[src/rtl/vtg_pkg.sv]
package vtg_pkg;
   // status word bit positions
   localparam int ST_VBL      = 0;
   localparam int ST_HBL      = 1;
   localparam int ST_MATCH    = 2;
   localparam int ST_VBL_EN   = 3;
   localparam int ST_HBL_EN   = 4;
   localparam int ST_MATCH_EN = 5;

   // bits a write may load, and bits a write leaves alone
   localparam logic [15:0] WR_LOAD_MASK = 16'hFFB8;
   localparam logic [15:0] WR_KEEP_MASK = 16'h0047;

   typedef struct packed {
      logic line_start;
      logic hbl_start;
   } vtg_evt_t;
endpackage

[src/rtl/vtg_hcount.sv]
module vtg_hcount
   import vtg_pkg::*;
#(
   parameter int LINE_CYCLES = 2130,
   parameter int HBL_CYCLES  = 1584
)(
   input  logic     clk,
   input  logic     rst_n,
   output vtg_evt_t evt
);
   localparam int HW = (LINE_CYCLES > 2) ? $clog2(LINE_CYCLES) : 1;
   localparam logic [HW-1:0] LAST_CYC = HW'(LINE_CYCLES - 1);
   localparam logic [HW-1:0] HBL_CYC  = HW'(HBL_CYCLES - 1);

   generate
      if (LINE_CYCLES < 3) begin : g_bad_line
         $error("LINE_CYCLES must be at least 3");
      end
      if (HBL_CYCLES < 1 || HBL_CYCLES >= LINE_CYCLES) begin : g_bad_hbl
         $error("HBL_CYCLES must lie in 1..LINE_CYCLES-1");
      end
   endgenerate

   logic [HW-1:0] hcnt;

   always_comb begin
      evt.line_start = (hcnt == LAST_CYC);
      evt.hbl_start  = (hcnt == HBL_CYC);
   end

   always_ff @(posedge clk or negedge rst_n) begin
      if (!rst_n)              hcnt <= '0;
      else if (evt.line_start) hcnt <= '0;
      else                     hcnt <= hcnt + 1'b1;
   end

   AST_HBL_NOT_AT_WRAP: assert property (@(posedge clk) disable iff (!rst_n)
      evt.line_start |=> !evt.hbl_start || (HBL_CYCLES == 1)) else $error("hbl at wrap");
endmodule

[src/rtl/vtg_vcount.sv]
module vtg_vcount
   import vtg_pkg::*;
#(
   parameter int FRAME_LINES = 263,
   parameter int VBL_LINE    = 192,
   parameter int CNT_W       = 9
)(
   input  logic             clk,
   input  logic             rst_n,
   input  vtg_evt_t         evt,
   input  logic             wr_vc,
   input  logic [CNT_W-1:0] wr_val,
   output logic [CNT_W-1:0] vcount,
   output logic [CNT_W-1:0] vc_next,
   output logic             dma_hbl,
   output logic             dma_vbl
);
   localparam int IW = $clog2(FRAME_LINES);
   localparam logic [IW-1:0]    LAST_IDX = IW'(FRAME_LINES - 1);
   localparam logic [CNT_W-1:0] VBL_VAL  = CNT_W'(VBL_LINE);

   generate
      if (FRAME_LINES < 2) begin : g_bad_frame
         $error("FRAME_LINES must be at least 2");
      end
   endgenerate

   logic [IW-1:0]    line_idx;
   logic             pend_vld;
   logic [CNT_W-1:0] pend_val;
   logic             wrap;

   always_comb begin
      wrap    = (line_idx == LAST_IDX);
      vc_next = vcount;
      if (evt.line_start) begin
         if (wrap)          vc_next = '0;
         else if (pend_vld) vc_next = pend_val;
         else               vc_next = vcount + 1'b1;
      end
   end

   always_ff @(posedge clk or negedge rst_n) begin
      if (!rst_n) begin
         line_idx <= '0;
         vcount   <= '0;
         pend_vld <= 1'b0;
         pend_val <= '0;
         dma_hbl  <= 1'b0;
         dma_vbl  <= 1'b0;
      end else begin
         if (evt.line_start) line_idx <= wrap ? '0 : line_idx + 1'b1;
         vcount  <= vc_next;
         dma_hbl <= evt.hbl_start && (vcount < VBL_VAL);
         dma_vbl <= evt.line_start && (vc_next == VBL_VAL);
         if (wr_vc) begin
            pend_vld <= 1'b1;
            pend_val <= wr_val;
         end else if (evt.line_start) begin
            pend_vld <= 1'b0;
         end
      end
   end

   AST_FRAME_ZERO: assert property (@(posedge clk) disable iff (!rst_n)
      (evt.line_start && wrap) |=> (vcount == '0)) else $error("frame wrap");
   AST_PEND_DROP: assert property (@(posedge clk) disable iff (!rst_n)
      (evt.line_start && !wr_vc) |=> !pend_vld) else $error("pending kept");
   AST_VBL_DMA_LINE: assert property (@(posedge clk) disable iff (!rst_n)
      dma_vbl |-> (vcount == VBL_VAL)) else $error("vbl dma line");
   AST_HBL_DMA_RANGE: assert property (@(posedge clk) disable iff (!rst_n)
      dma_hbl |-> (vcount < VBL_VAL)) else $error("hbl dma range");
endmodule

[src/rtl/vtg_status.sv]
module vtg_status
   import vtg_pkg::*;
#(
   parameter int VBL_LINE = 192,
   parameter int VBL_END  = 262,
   parameter int CNT_W    = 9
)(
   input  logic             clk,
   input  logic             rst_n,
   input  vtg_evt_t         evt,
   input  logic [CNT_W-1:0] vc_next,
   input  logic             wr_en,
   input  logic [15:0]      wr_data,
   output logic [15:0]      stat,
   output logic             irq_vbl,
   output logic             irq_hbl,
   output logic             irq_match
);
   localparam logic [CNT_W-1:0] VBL_VAL = CNT_W'(VBL_LINE);
   localparam logic [CNT_W-1:0] END_VAL = CNT_W'(VBL_END);

   logic [CNT_W-1:0] match_val;
   logic [15:0]      stat_n;
   logic             hit;

   generate
      if (CNT_W == 9) begin : g_match9
         assign match_val = {stat[7], stat[15:8]};
      end else if (CNT_W == 8) begin : g_match8
         assign match_val = stat[15:8];
      end else begin : g_bad_w
         $error("CNT_W must be 8 or 9");
         assign match_val = '0;
      end
   endgenerate

   always_comb begin
      hit    = (vc_next == match_val);
      stat_n = stat;
      if (evt.line_start) begin
         stat_n[ST_HBL]   = 1'b0;
         stat_n[ST_MATCH] = hit;
         if (vc_next == VBL_VAL)      stat_n[ST_VBL] = 1'b1;
         else if (vc_next == END_VAL) stat_n[ST_VBL] = 1'b0;
      end
      if (evt.hbl_start) stat_n[ST_HBL] = 1'b1;
      if (wr_en) stat_n = (wr_data & WR_LOAD_MASK) | (stat_n & WR_KEEP_MASK);
   end

   always_ff @(posedge clk or negedge rst_n) begin
      if (!rst_n) begin
         stat      <= '0;
         irq_vbl   <= 1'b0;
         irq_hbl   <= 1'b0;
         irq_match <= 1'b0;
      end else begin
         stat      <= stat_n;
         irq_vbl   <= evt.line_start && (vc_next == VBL_VAL) && stat[ST_VBL_EN];
         irq_hbl   <= evt.hbl_start && stat[ST_HBL_EN];
         irq_match <= evt.line_start && hit && stat[ST_MATCH_EN];
      end
   end

   AST_HBL_CLEAR: assert property (@(posedge clk) disable iff (!rst_n)
      evt.line_start |=> !stat[ST_HBL]) else $error("hbl not cleared");
   AST_FLAG_HOLD: assert property (@(posedge clk) disable iff (!rst_n)
      (!evt.line_start && !evt.hbl_start) |=> (stat[2:0] == $past(stat[2:0])))
      else $error("flag moved");
   AST_MATCH_FLAG: assert property (@(posedge clk) disable iff (!rst_n)
      irq_match |-> stat[ST_MATCH]) else $error("match irq without flag");
   AST_HBL_IRQ_FLAG: assert property (@(posedge clk) disable iff (!rst_n)
      irq_hbl |-> stat[ST_HBL]) else $error("hbl irq without flag");
   AST_VBL_PULSE: assert property (@(posedge clk) disable iff (!rst_n)
      irq_vbl |=> !irq_vbl) else $error("vbl irq stuck");
endmodule

[src/rtl/vid_timing_gen.sv]
module vid_timing_gen
   import vtg_pkg::*;
#(
   parameter int LINE_CYCLES = 2130,
   parameter int HBL_CYCLES  = 1584,
   parameter int FRAME_LINES = 263,
   parameter int VBL_LINE    = 192,
   parameter int VBL_END     = 262,
   parameter int CNT_W       = 9,
   parameter int NUM_STAT    = 2
)(
   input  logic                     clk,
   input  logic                     rst_n,
   input  logic                     wr_en,
   input  logic [1:0]               wr_sel,
   input  logic [15:0]              wr_data,
   output logic [CNT_W-1:0]         line_cnt,
   output logic [NUM_STAT-1:0][15:0] stat,
   output logic [NUM_STAT-1:0]      irq_vbl,
   output logic [NUM_STAT-1:0]      irq_hbl,
   output logic [NUM_STAT-1:0]      irq_match,
   output logic                     dma_hbl,
   output logic                     dma_vbl
);
   localparam logic [1:0] SEL_VC = 2'(NUM_STAT);

   generate
      if (NUM_STAT < 1 || NUM_STAT > 3) begin : g_bad_num
         $error("NUM_STAT must lie in 1..3");
      end
      if (VBL_END >= (1 << CNT_W) || VBL_LINE >= VBL_END) begin : g_bad_vbl
         $error("blanking lines do not fit the counter");
      end
   endgenerate

   vtg_evt_t         evt;
   logic [CNT_W-1:0] vc_next;

   vtg_hcount #(
      .LINE_CYCLES (LINE_CYCLES),
      .HBL_CYCLES  (HBL_CYCLES)
   ) u_hcount (
      .clk   (clk),
      .rst_n (rst_n),
      .evt   (evt)
   );

   vtg_vcount #(
      .FRAME_LINES (FRAME_LINES),
      .VBL_LINE    (VBL_LINE),
      .CNT_W       (CNT_W)
   ) u_vcount (
      .clk     (clk),
      .rst_n   (rst_n),
      .evt     (evt),
      .wr_vc   (wr_en && (wr_sel == SEL_VC)),
      .wr_val  (wr_data[CNT_W-1:0]),
      .vcount  (line_cnt),
      .vc_next (vc_next),
      .dma_hbl (dma_hbl),
      .dma_vbl (dma_vbl)
   );

   generate
      for (genvar k = 0; k < NUM_STAT; k++) begin : g_stat
         vtg_status #(
            .VBL_LINE (VBL_LINE),
            .VBL_END  (VBL_END),
            .CNT_W    (CNT_W)
         ) u_status (
            .clk       (clk),
            .rst_n     (rst_n),
            .evt       (evt),
            .vc_next   (vc_next),
            .wr_en     (wr_en && (wr_sel == 2'(k))),
            .wr_data   (wr_data),
            .stat      (stat[k]),
            .irq_vbl   (irq_vbl[k]),
            .irq_hbl   (irq_hbl[k]),
            .irq_match (irq_match[k])
         );
      end
   endgenerate
endmodule

[config.mk]
export PLATFORM = sky130hd
export DESIGN_NAME = vid_timing_gen
export DESIGN_NICKNAME = d
export VERILOG_FILES = /design/src/rtl/vtg_pkg.sv /design/src/rtl/vtg_hcount.sv /design/src/rtl/vtg_vcount.sv /design/src/rtl/vtg_status.sv /design/src/rtl/vid_timing_gen.sv
export SDC_FILE = /design/constraint.sdc
export NUM_CORES = 1
export LEC_CHECK = 0
export BUFFER_PORTS_ARGS = -buffer_cell sky130_fd_sc_hd__buf_4
export CELL_PAD_IN_SITES_DETAIL_PLACEMENT = 0
export CELL_PAD_IN_SITES_GLOBAL_PLACEMENT = 1
export CORE_ASPECT_RATIO = 0.8
export CORE_UTILIZATION = 40
export CTS_CLUSTER_DIAMETER = 100
export DETAILED_ROUTE_END_ITERATION = 8
export PLACE_DENSITY_LB_ADDON = 0.1
export SLEW_MARGIN = 30
export SYNTH_ARGS = -nofsm -noshare
export SYNTH_HDL_FRONTEND = slang
export SYNTH_HIERARCHICAL = 1
export SYNTH_SLANG_ARGS = --single-unit
[constraint.sdc]
create_clock -name clk -period 2.8 [get_ports clk]
set_input_delay 0.84 -clock clk [delete_from_list [all_inputs] [get_ports clk]]
set_output_delay 0.84 -clock clk [all_outputs]
set_load 0.005 [all_outputs]
==> impl_results.md <==
- Initial antenna violation count: 0
- Root buf cell: clkbuf_16
- CP endpoint kind: register
- Area Overhead vs Synth: 30.9%
- Syn Std Cell Area: 3780 um2
- DRT Wirelength: 9910 um
- Register area share after synthesis: 0.516
- Worst Skew: 0.00551 ns
- GRT overflow: 0
- Die Height: 89.0 um
- CP required: 3.04 ns
- CTS Buffer Depth: 2
- First DRT Iteration DRCs: 186
- Slew @ Worst Pin: 0.640 ns
- Crit path arrival time: 2.92 ns
- HP Class: in -> async
- Routed met3 length: 434 um
- Pwr Density: 562 nW/um2
- Clock-pin transition on the worst setup and hold timing paths: 0.06 ns
- Number of I/O port buffers: 67
- First-pass GRT wire length: 15,400 um
- Syn_nets: 355
- Most common flop cell mapped by yosys: dfrtp_1
- Crit path launch type: register
- Fmax achieved: 372 MHz
- Largest net degree at the start of global routing: 42
- Post-synth top area share: 0.516
- Synthesized flop and latch total: 78
- Fin util: 0.543
- Die Width: 111 um
- Outcome: finished clean
- Cells after Synth: 329
- Placed Instances: 520
- Final Hold Fails: 0
- Count leader, synth: dfrtp_1
- Yosys cell types: 60
- H-tree depth: 3
- Std cell rows: 31
- CTS buffer count: 9
- Fin nets: 446
- RD Place Congestion: 0.843
- IO Count: 70
- Via/cell ratio: 5.36
- Crit Path Category: reg -> reg
- DRT Pass-1 Iters: 4
- Clock sinks: 78
- Layout cell share with drive strength beyond 1: 0.379
- Syn Area/Cell: 11.5 um2
- Lkg Pwr: 2.24 nW
- Starting Density: 0.415
- Top Metal Used: met4
- Final Cycle Share: 0.960
- Avg WL per Cell: 18.4 um
- Gr usage total: 0.205
- Fin cells: 540
- Final setup vio count: 0
- Core footprint: 9110 um2
- Clk_lat worst skew: 0.34 ns
- Asr flop ratio synth: 1.00
- DP Wirelength: 7120 um
- Yosys warns: 6
- RSZ-0062 raised after global routing: yes
- Maximum fanout along the worst path: 9
- Vias: 2,894
- Max-slew violation count: 0
- Most area-hungry cell type in the Yosys netlist: dfrtp_1
- Max-cap violation count: 0
- Die area: 9850 um2
- Slew HR: 0.573
- Peak supply drop: 391 uV
- Post-Route M1 WL: 5050 um
- Final min period: 2.69 ns
- Vias in the first global route: 2,801
- Post-synth EDFFs: 0
- Top post-synthesis cells by count: dfrtp_1 (78), mux2_2 (33), xnor2_1 (25)
- Cts hold-fix bufs: 0
- Residual DRC: 0
- Final antenna-violating net count: 0
- Diodes inserted: 0
- Largest cells by area after synthesis: dfrtp_1 (52%), mux2_2 (9.8%), xnor2_1 (5.8%)
- Routed wl met2: 4300 um
- CTS tree: done
[sequential cells by signal, indices dropped and copies added (netlist names), 2 cells and up]
signal                     flops
g_stat.u_status/irq_hbl        2
g_stat.u_status/irq_match      2
g_stat.u_status/irq_vbl        2
g_stat.u_status/stat          30
u_hcount/hcnt                 12
u_vcount/line_idx              9
u_vcount/pend_val              9
u_vcount/vcount                9
[stage by stage]
step / setup WS (ns) / setup TNS (ns) / hold slack (ns) / total power [mW] / area [um2]
after floorplan: 0.000627 / 0 / 0.461 / 1.45 / 3790
after global placement: 0.0649 / 0 / 0.470 / 1.66 / 4550
after detailed placement: 0.0405 / 0 / 0.477 / 1.66 / 4550
after CTS: 0.00170 / 0 / 0.491 / 2.81 / 4850
after global routing: -0.0387 / -0.107 / 0.499 / 2.90 / 4950
final: 0.112 / 0 / 0.464 / 2.78 / 4950
[where the power goes]
part | internal, mW | total, mW | switching, mW
sequential | 1.22 | 1.31 | 0.0947
combinational | 0.207 | 0.327 | 0.120
clock | 0.687 | 1.14 | 0.456
total | 2.11 | 2.78 | 0.671
[routing by layer]
metal / GRT usage / vias to the layer above
met5: 0 / -
li1: - / 1366
met2: 0.294 / 74
met3: 0.0481 / 13
met4: 0.0655 / 0
met1: 0.306 / 1441
[cells in the final DEF (no fill, tap or decap), types with 3 or more instances in the layout]
cell and instances:
a21o_1 5, a21oi_1 4, and2_1 4, and3_1 3, and3b_1 3, buf_4 89
clkbuf_16 9, clkinvlp_4 3, dfrtp_1 78, ha_1 5, inv_1 14, mux2_2 33
nand2_1 20, nand3_1 12, nand4_1 13, nor2_1 9, nor2b_1 4, nor3_1 7
nor4_1 3, o21ai_0 10, o31ai_1 4, xnor2_1 24, xor2_1 8
[final timing paths]
check / from / endpoint / slack [ns] / cells past startpoint
min reg2reg: g_stat[0].u_status/stat[1]$_DFF_PN0_ / g_stat[0].u_status/stat[1]$_DFF_PN0_ / 0.49 / 1
max in group asynchronous: rst_n / u_vcount/line_idx[4]$_DFFE_PN0P_ / 1.75 / 2
max reg2reg: u_hcount/hcnt[0]$_DFF_PN0_ / g_stat[1].u_status/irq_match$_DFF_PN0_ / 0.11 / 11
max: u_hcount/hcnt[0]$_DFF_PN0_ / g_stat[1].u_status/irq_match$_DFF_PN0_ / 0.11 / 11
min: rst_n / g_stat[1].u_status/stat[3]$_DFFE_PN0P_ / 0.46 / 1
min in group clk: g_stat[0].u_status/stat[1]$_DFF_PN0_ / g_stat[0].u_status/stat[1]$_DFF_PN0_ / 0.49 / 1
[cells by family after synthesis]
logic type | synth area share
simple gates | 0.171
other cells | 0.00198
buf+inv | 0.0294
mux | 0.104
compound gates | 0.0850
fa+ha+maj | 0.0165
xor+xnor | 0.0764
flops | 0.516
[what timing repair did]
action / in CTS / in global routing
endpoints found under the setup margin: 1 / 9
cloned: 0 / 0
setup buffers: 0 / 4
gates resized for setup: 1 / 12
pin swaps: 0 / 6
[critical path, stage by stage, from the launching register on]
cell and delay, ns:
dfrtp_1 0.41, ha_1 0.21, nor4bb_4 0.16, and3_4 0.17, inv_2 0.08, buf_4 0.16
nor2_1 0.05, mux2_2 0.26, a221o_2 0.46, xnor2_2 0.19, nand4_1 0.15, nor4_1 0.29
[cell type report]
class / instances / area, um2
tap: 115 / 144
sequential: 78 / 1950
inverter: 15 / 56.3
clock buffer: 10 / 229
timing repair buffer: 92 / 711
clock inverter: 6 / 62.6
multi-input combinational: 224 / 1800
fill: 802 / 4160
(Power assumes the default switching activity.)
